**src/rtl/hra_pkg.sv**
```systemverilog
package hra_pkg;
   typedef enum logic [1:0] {
      FLG_BODY = 2'b00,
      FLG_HEAD = 2'b01,
      FLG_TAIL = 2'b10,
      FLG_SKIP = 2'b11
   } flag_e;
endpackage

```
**src/rtl/hra_flag_decode.sv**
```systemverilog
module hra_flag_decode
   import hra_pkg::*;
#(
   parameter int BYTE_W = 8,
   parameter int FLAG_W = 2,
   localparam int PAY_W = BYTE_W - FLAG_W
) (
   input  logic [BYTE_W-1:0] byte_i,
   output flag_e             flag_o,
   output logic [PAY_W-1:0]  payload_o
);
   // frame code in the low bits, payload above it
   assign flag_o    = flag_e'(byte_i[FLAG_W-1:0]);
   assign payload_o = byte_i[BYTE_W-1:FLAG_W];
endmodule

```
**src/rtl/hra_frame_ctrl.sv**
```systemverilog
module hra_frame_ctrl
   import hra_pkg::*;
#(
   parameter int BYTES_PER_REC = 16,
   localparam int CNT_W = (BYTES_PER_REC > 2) ? $clog2(BYTES_PER_REC) : 1
) (
   input  logic  clk,
   input  logic  rst,
   input  logic  in_valid,
   input  flag_e flag,
   output logic  load_o,
   output logic  shift_o,
   output logic  emit_o,
   output logic  trunc_o,
   output logic  orphan_o
);
   logic             in_pkt, pkt_n;
   logic [CNT_W-1:0] cnt, cnt_n;
   logic             trunc_n, orphan_set, last;

   assign last = (cnt == CNT_W'(BYTES_PER_REC - 1));

   always_comb begin
      load_o     = 1'b0;
      shift_o    = 1'b0;
      emit_o     = 1'b0;
      trunc_n    = 1'b0;
      orphan_set = 1'b0;
      pkt_n      = in_pkt;
      cnt_n      = cnt;
      if (in_valid) begin
         unique case (flag)
            FLG_HEAD: begin
               load_o  = 1'b1;
               trunc_n = in_pkt && (cnt != '0);
               pkt_n   = 1'b1;
               cnt_n   = CNT_W'(1);
            end
            FLG_BODY: begin
               if (!in_pkt) begin
                  orphan_set = 1'b1;
               end else begin
                  shift_o = 1'b1;
                  if (last) begin
                     emit_o = 1'b1;
                     cnt_n  = '0;
                  end else begin
                     cnt_n = cnt + CNT_W'(1);
                  end
               end
            end
            FLG_TAIL: begin
               if (!in_pkt) begin
                  orphan_set = 1'b1;
               end else begin
                  pkt_n = 1'b0;
                  cnt_n = '0;
                  if (last) begin
                     shift_o = 1'b1;
                     emit_o  = 1'b1;
                  end else begin
                     trunc_n = 1'b1;
                  end
               end
            end
            default: ;
         endcase
      end
   end

   always_ff @(posedge clk) begin
      if (rst) begin
         in_pkt   <= 1'b0;
         cnt      <= '0;
         trunc_o  <= 1'b0;
         orphan_o <= 1'b0;
      end else begin
         in_pkt   <= pkt_n;
         cnt      <= cnt_n;
         trunc_o  <= trunc_n;
         orphan_o <= orphan_o | orphan_set;
      end
   end
endmodule

```
**src/rtl/hra_record_store.sv**
```systemverilog
module hra_record_store #(
   parameter int PAY_W = 6,
   parameter int REC_W = 96
) (
   input  logic             clk,
   input  logic             rst,
   input  logic             load,
   input  logic             shift,
   input  logic             emit,
   input  logic [PAY_W-1:0] payload,
   output logic             rec_valid_o,
   output logic [REC_W-1:0] rec_data_o
);
   logic [REC_W-1:0] acc;
   logic [REC_W-1:0] acc_next;

   assign acc_next = {acc[REC_W-PAY_W-1:0], payload};

   always_ff @(posedge clk) begin
      if (rst) begin
         acc         <= '0;
         rec_data_o  <= '0;
         rec_valid_o <= 1'b0;
      end else begin
         rec_valid_o <= emit;
         if (load) begin
            acc <= {{(REC_W-PAY_W){1'b0}}, payload};
         end else if (shift) begin
            acc <= acc_next;
         end
         if (emit) begin
            rec_data_o <= acc_next;
         end
      end
   end
endmodule

```
**src/rtl/hit_record_assembler.sv**
```systemverilog
module hit_record_assembler
   import hra_pkg::*;
#(
   parameter int BYTE_W     = 8,
   parameter int FLAG_W     = 2,
   parameter int FIELD_W    = 24,
   parameter int NUM_FIELDS = 4
) (
   input  logic                          clk,
   input  logic                          rst,
   input  logic                          in_valid,
   input  logic [BYTE_W-1:0]             in_byte,
   output logic                          rec_valid,
   output logic [FIELD_W*NUM_FIELDS-1:0] rec_data,
   output logic                          trunc_err,
   output logic                          orphan_err
);
   localparam int REC_W         = FIELD_W * NUM_FIELDS;
   localparam int PAY_W         = BYTE_W - FLAG_W;
   localparam int BYTES_PER_REC = REC_W / PAY_W;

   generate
      if (FLAG_W != 2) begin : g_bad_flag
         $error("frame code must be two bits");
      end
      if (PAY_W < 1) begin : g_bad_pay
         $error("byte has no payload bits");
      end else if (REC_W % PAY_W != 0) begin : g_bad_fit
         $error("record width must be a multiple of payload width");
      end else if (BYTES_PER_REC < 2) begin : g_bad_len
         $error("record must span at least two bytes");
      end
   endgenerate

   flag_e            flag;
   logic [PAY_W-1:0] payload;
   logic             load, shift, emit;

   hra_flag_decode #(.BYTE_W(BYTE_W), .FLAG_W(FLAG_W)) u_dec (
      .byte_i    (in_byte),
      .flag_o    (flag),
      .payload_o (payload)
   );

   hra_frame_ctrl #(.BYTES_PER_REC(BYTES_PER_REC)) u_ctrl (
      .clk      (clk),
      .rst      (rst),
      .in_valid (in_valid),
      .flag     (flag),
      .load_o   (load),
      .shift_o  (shift),
      .emit_o   (emit),
      .trunc_o  (trunc_err),
      .orphan_o (orphan_err)
   );

   hra_record_store #(.PAY_W(PAY_W), .REC_W(REC_W)) u_store (
      .clk         (clk),
      .rst         (rst),
      .load        (load),
      .shift       (shift),
      .emit        (emit),
      .payload     (payload),
      .rec_valid_o (rec_valid),
      .rec_data_o  (rec_data)
   );
endmodule

```
**config.mk**
```make
export PLATFORM = sky130hd
export DESIGN_NAME = hit_record_assembler
export DESIGN_NICKNAME = d
export VERILOG_FILES = /design/src/rtl/hra_pkg.sv /design/src/rtl/hra_flag_decode.sv /design/src/rtl/hra_frame_ctrl.sv /design/src/rtl/hra_record_store.sv /design/src/rtl/hit_record_assembler.sv
export SDC_FILE = /design/constraint.sdc
export NUM_CORES = 1
export LEC_CHECK = 0
export BUFFER_PORTS_ARGS = -buffer_cell sky130_fd_sc_hd__buf_2
export CAP_MARGIN = 10
export CORE_UTILIZATION = 30
export DETAILED_ROUTE_END_ITERATION = 10
export GPL_TIMING_DRIVEN = 1
export PLACE_DENSITY = 0.51
export SYNTH_ARGS = -nofsm -noshare
export SYNTH_HDL_FRONTEND = slang
export SYNTH_HIERARCHICAL = 1
export SYNTH_SLANG_ARGS = --single-unit
```
**constraint.sdc**
```tcl
create_clock -name clk -period 1.8 [get_ports clk]
set_input_delay 0.09 -clock clk [delete_from_list [all_inputs] [get_ports clk]]
set_output_delay 0.09 -clock clk [all_outputs]
set_load 0.005 [all_outputs]
```
==> qor.txt <==
====================================================================================
Cell taking the most area after synthesis                               sky130_fd_sc_hd__dfxtp_1
Wire length on met2                                                          7.15 mm
Critical path type                                                           reg2reg
Peak ir drop on the vdd network                                             0.467 mV
Effective utilization at floorplan                                             0.306
Period utilization                                                             0.950
Share of flip-flops with an asynchronous set or reset after synthesis              0
Post-synth net total                                                             693
Number of nets in the finished design                                            820
Path category of the worst min-delay check                                    in2reg
First-pass GRT wire length                                                   24.6 mm
Reg power frac                                                                 0.530
Routed metal-1 wirelength                                                    8.08 mm
Netlist cell types                                                                30
Kind of end point of the critical path                                      register
Detailed-route via count                                                       4,925
Final routed wirelength across all metal layers                              16.0 mm
Post-Layout Inst Area                                                       9010 µm²
Vias per Instance                                                               4.34
Number of inserted diodes                                                          0
Gate count of the mapped netlist                                                 676
DRT iter0 DRCs                                                                   216
Number of buffers inserted by port buffering                                     109
Max-slew violation count                                                           0
CP Max Fanout                                                                     13
Overall fraction of global-route tracks in use                                 0.130
TritonCTS clock tree                                                           built
Post-DP HPWL                                                                 10.2 mm
Fillers                                                                        2,419
Number of maximum-capacitance constraint violations                                0
Die Outline Area                                                          24,700 µm²
Total I/O pin count                                                              110
Maximum clock path buffer count                                                    2
Worst Path Required                                                          2.17 ns
Result of the run                                                          completed
Top layer used by detailed routing                                              met4
Count of flip-flops with a built-in enable after synthesis                         0
Post-synthesis register bit count                                                194
LEAKAGE                                                                   0.00341 µW
Area of the multi-input gates                                               2940 µm²
Most area-consuming cells after synthesis                               sky130_fd_sc_hd__dfxtp_1 (54%), sky130_fd_sc_hd__mux2i_1 (25%), sky130_fd_sc_hd__nor2_1 (9.5%)
Overall die width                                                             157 µm
Combinational fraction of design power                                         0.031
Register area share after synthesis                                            0.539
Average footprint of a synthesized cell                                     10.7 µm²
Via count of the first global-routing pass                                     4,513
Clk Tree Root Cell                                                      sky130_fd_sc_hd__clkbuf_16
TritonCTS sink count                                                             194
Predominant post-synthesis flop cell                                    sky130_fd_sc_hd__dfxtp_1
Count of final setup violators                                                     0
Yosys warning total                                                                6
Pin count of the biggest net entering global routing                              85
Detailed Routing Iterations Pass 1                                                 4
Total met3 wirelength after detailed routing                                  627 µm
Net load switching power                                                     1850 µW
Average wire per cell in the routed design                                   14.1 µm
Number of levels the H-tree was split into                                         4
Die Y                                                                         157 µm
Instance area after placement                                               8170 µm²
PnR worst setup slack                                                      0.0908 ns
Final hold viol count                                                              0
Post-Syn Area                                                               7210 µm²
Number of antenna violations at the first check in global routing                  0
Combined flip-flop and latch cell area                                      3880 µm²
Clock insertion delay at the later pin of the skew report                    0.43 ns
ANT nets after route                                                               0
Fraction of layout cells with a size suffix above 1                            0.234
Clock group share of total power                                               0.439
Site Rows                                                                         56
DRC Markers                                                                        0
Internal                                                                     6290 µW
Most frequent cell after synthesis                                      sky130_fd_sc_hd__dfxtp_1
Least-Margin Pin Slew                                                       0.411 ns
CTS buffer count                                                                  17
Routability congestion estimate                                                0.765
Max_slew headroom                                                              0.726
Clock transition at the registers of the reported paths                      0.07 ns
Remaining global-route overflow                                                    0
Commonest cells in the synthesized netlist                              sky130_fd_sc_hd__dfxtp_1 (194), sky130_fd_sc_hd__nor2_1 (183), sky130_fd_sc_hd__mux2i_1 (180)
Synth-to-Final Area Change                                                     25.0%
Switching fraction of total power                                              0.228
Startpoint Class                                                            register
Placement-stage worst setup slack                                          0.0498 ns
Power per Cell Area                                                       903 nW/µm²
Fmax                                                                         585 MHz
Core area                                                                 23,500 µm²
Final min period                                                             1.71 ns
Top-area cell type share of the netlist area                                   0.539
Arrival time reported for the critical path endpoint                         2.08 ns
Worst-case clock skew                                                     0.00974 ns
====================================================================================
## layout make-up
| type | count | area share |
|---|---|---|
| Clock buffer | 21 | 0.0522 |
| Sequential cell | 194 | 0.431 |
| Clock inverter | 10 | 0.00888 |
| Inverter | 6 | 0.00250 |
| Tap cell | 319 | 0.0443 |
| Timing Repair Buffer | 161 | 0.135 |
| Multi-Input combinational cell | 423 | 0.326 |
## stage by stage
stage	power (µW)	hold slack (ns)	cells	util	setup TNS (ns)
after floorplan	4590	0.159	676	-	0
after global placement	4640	0.357	1080	0.347	0
after detailed placement	4640	0.364	1080	0.347	0
after CTS	8230	0.119	1118	0.373	0
after global routing	8460	0.129	1134	0.383	-0.0102
final	8140	0.137	1134	0.383	0
## what timing repair did
| item | in CTS | in global routing |
|---|---|---|
| resized for setup | 0 | 11 |
| hold buffers | 7 | 0 |
| endpoints found under the setup margin | 0 | 75 |
| buffers inserted | 0 | 13 |
| hold endpoints to repair | 15 | 0 |
## power groups by stage
stage          combinational (µW)  clock (µW)  sequential [µW]
3_5_place_dp                  228           0             4410
3_3_place_gp                  228           0             4410
4_1_cts                       240        3680             4310
6_report                      255        3570             4310
5_1_grt                       278        3870             4310
2_1_floorplan                 179           0             4410
## final timing paths
path	startpoint	endpoint	slack [ns]	cells past startpoint
worst min-delay path	rst	u_ctrl/orphan_o	0.14	3
worst max register to register	u_ctrl/cnt[0]	u_store/acc[3]	0.09	7
worst max-delay path	u_ctrl/cnt[0]	u_store/acc[3]	0.09	7
worst min register to register	u_ctrl/orphan_o	u_ctrl/orphan_o	0.47	2
## logic make-up (layout without fill, tap and decap cells)
group / count (synthesis) / count (layout) / synth area share
and+or+nand+nor: 207 / 207 / 0.119
muxes: 180 / 180 / 0.250
buffers and inverters: 59 / 198 / 0.0567
DFF: 194 / 194 / 0.539
AOI/OAI and AO/OA: 30 / 30 / 0.0255
adders and majority gates: 6 / 6 / 0.0104
## sequential cells by signal, summed over array words and instances (netlist names)
signal,cells
u_ctrl/orphan_o,1
u_ctrl/trunc_o,1
u_ctrl/cnt,4
u_store/acc,90
u_ctrl/in_pkt,1
u_store/rec_valid_o,1
u_store/rec_data_o,96
## layer usage
layer	vias up	global-route usage
met1	2303	0.176
met2	88	0.197
met5	-	0
met4	0	0.0416
met3	13	0.0374
li1	2521	-
## critical path, stage by stage (launching register included)
cell and delay [ns]:
sky130_fd_sc_hd__dfxtp_2 0.34, sky130_fd_sc_hd__ha_2 0.20, sky130_fd_sc_hd__a41oi_2 0.24, sky130_fd_sc_hd__nor2_4 0.07
sky130_fd_sc_hd__buf_4 0.14, sky130_fd_sc_hd__clkbuf_16 0.15, sky130_fd_sc_hd__or3b_1 0.37, sky130_fd_sc_hd__a21oi_1 0.13
## cell usage in the layout, fill, tap and decap left out, types with 2 or more instances in the layout
cell / n
sky130_fd_sc_hd__dfxtp_1: 193
sky130_fd_sc_hd__nor2_1: 181
sky130_fd_sc_hd__mux2i_1: 180
sky130_fd_sc_hd__buf_2: 108
sky130_fd_sc_hd__buf_4: 27
sky130_fd_sc_hd__clkbuf_16: 20
sky130_fd_sc_hd__buf_12: 13
sky130_fd_sc_hd__a21oi_1: 11
sky130_fd_sc_hd__o21ai_0: 10
sky130_fd_sc_hd__dlygate4sd3_1: 7
sky130_fd_sc_hd__inv_1: 6
sky130_fd_sc_hd__or3b_1: 6
sky130_fd_sc_hd__clkinv_4: 5
sky130_fd_sc_hd__nor2b_1: 5
sky130_fd_sc_hd__ha_1: 5
sky130_fd_sc_hd__clkbuf_8: 3
sky130_fd_sc_hd__clkinvlp_4: 3
sky130_fd_sc_hd__nand2_1: 3
sky130_fd_sc_hd__a311oi_1: 3
sky130_fd_sc_hd__nor2_4: 2
sky130_fd_sc_hd__nand4b_1: 2
sky130_fd_sc_hd__o31ai_1: 2
sky130_fd_sc_hd__buf_16: 2
(Power assumes the default switching activity.)
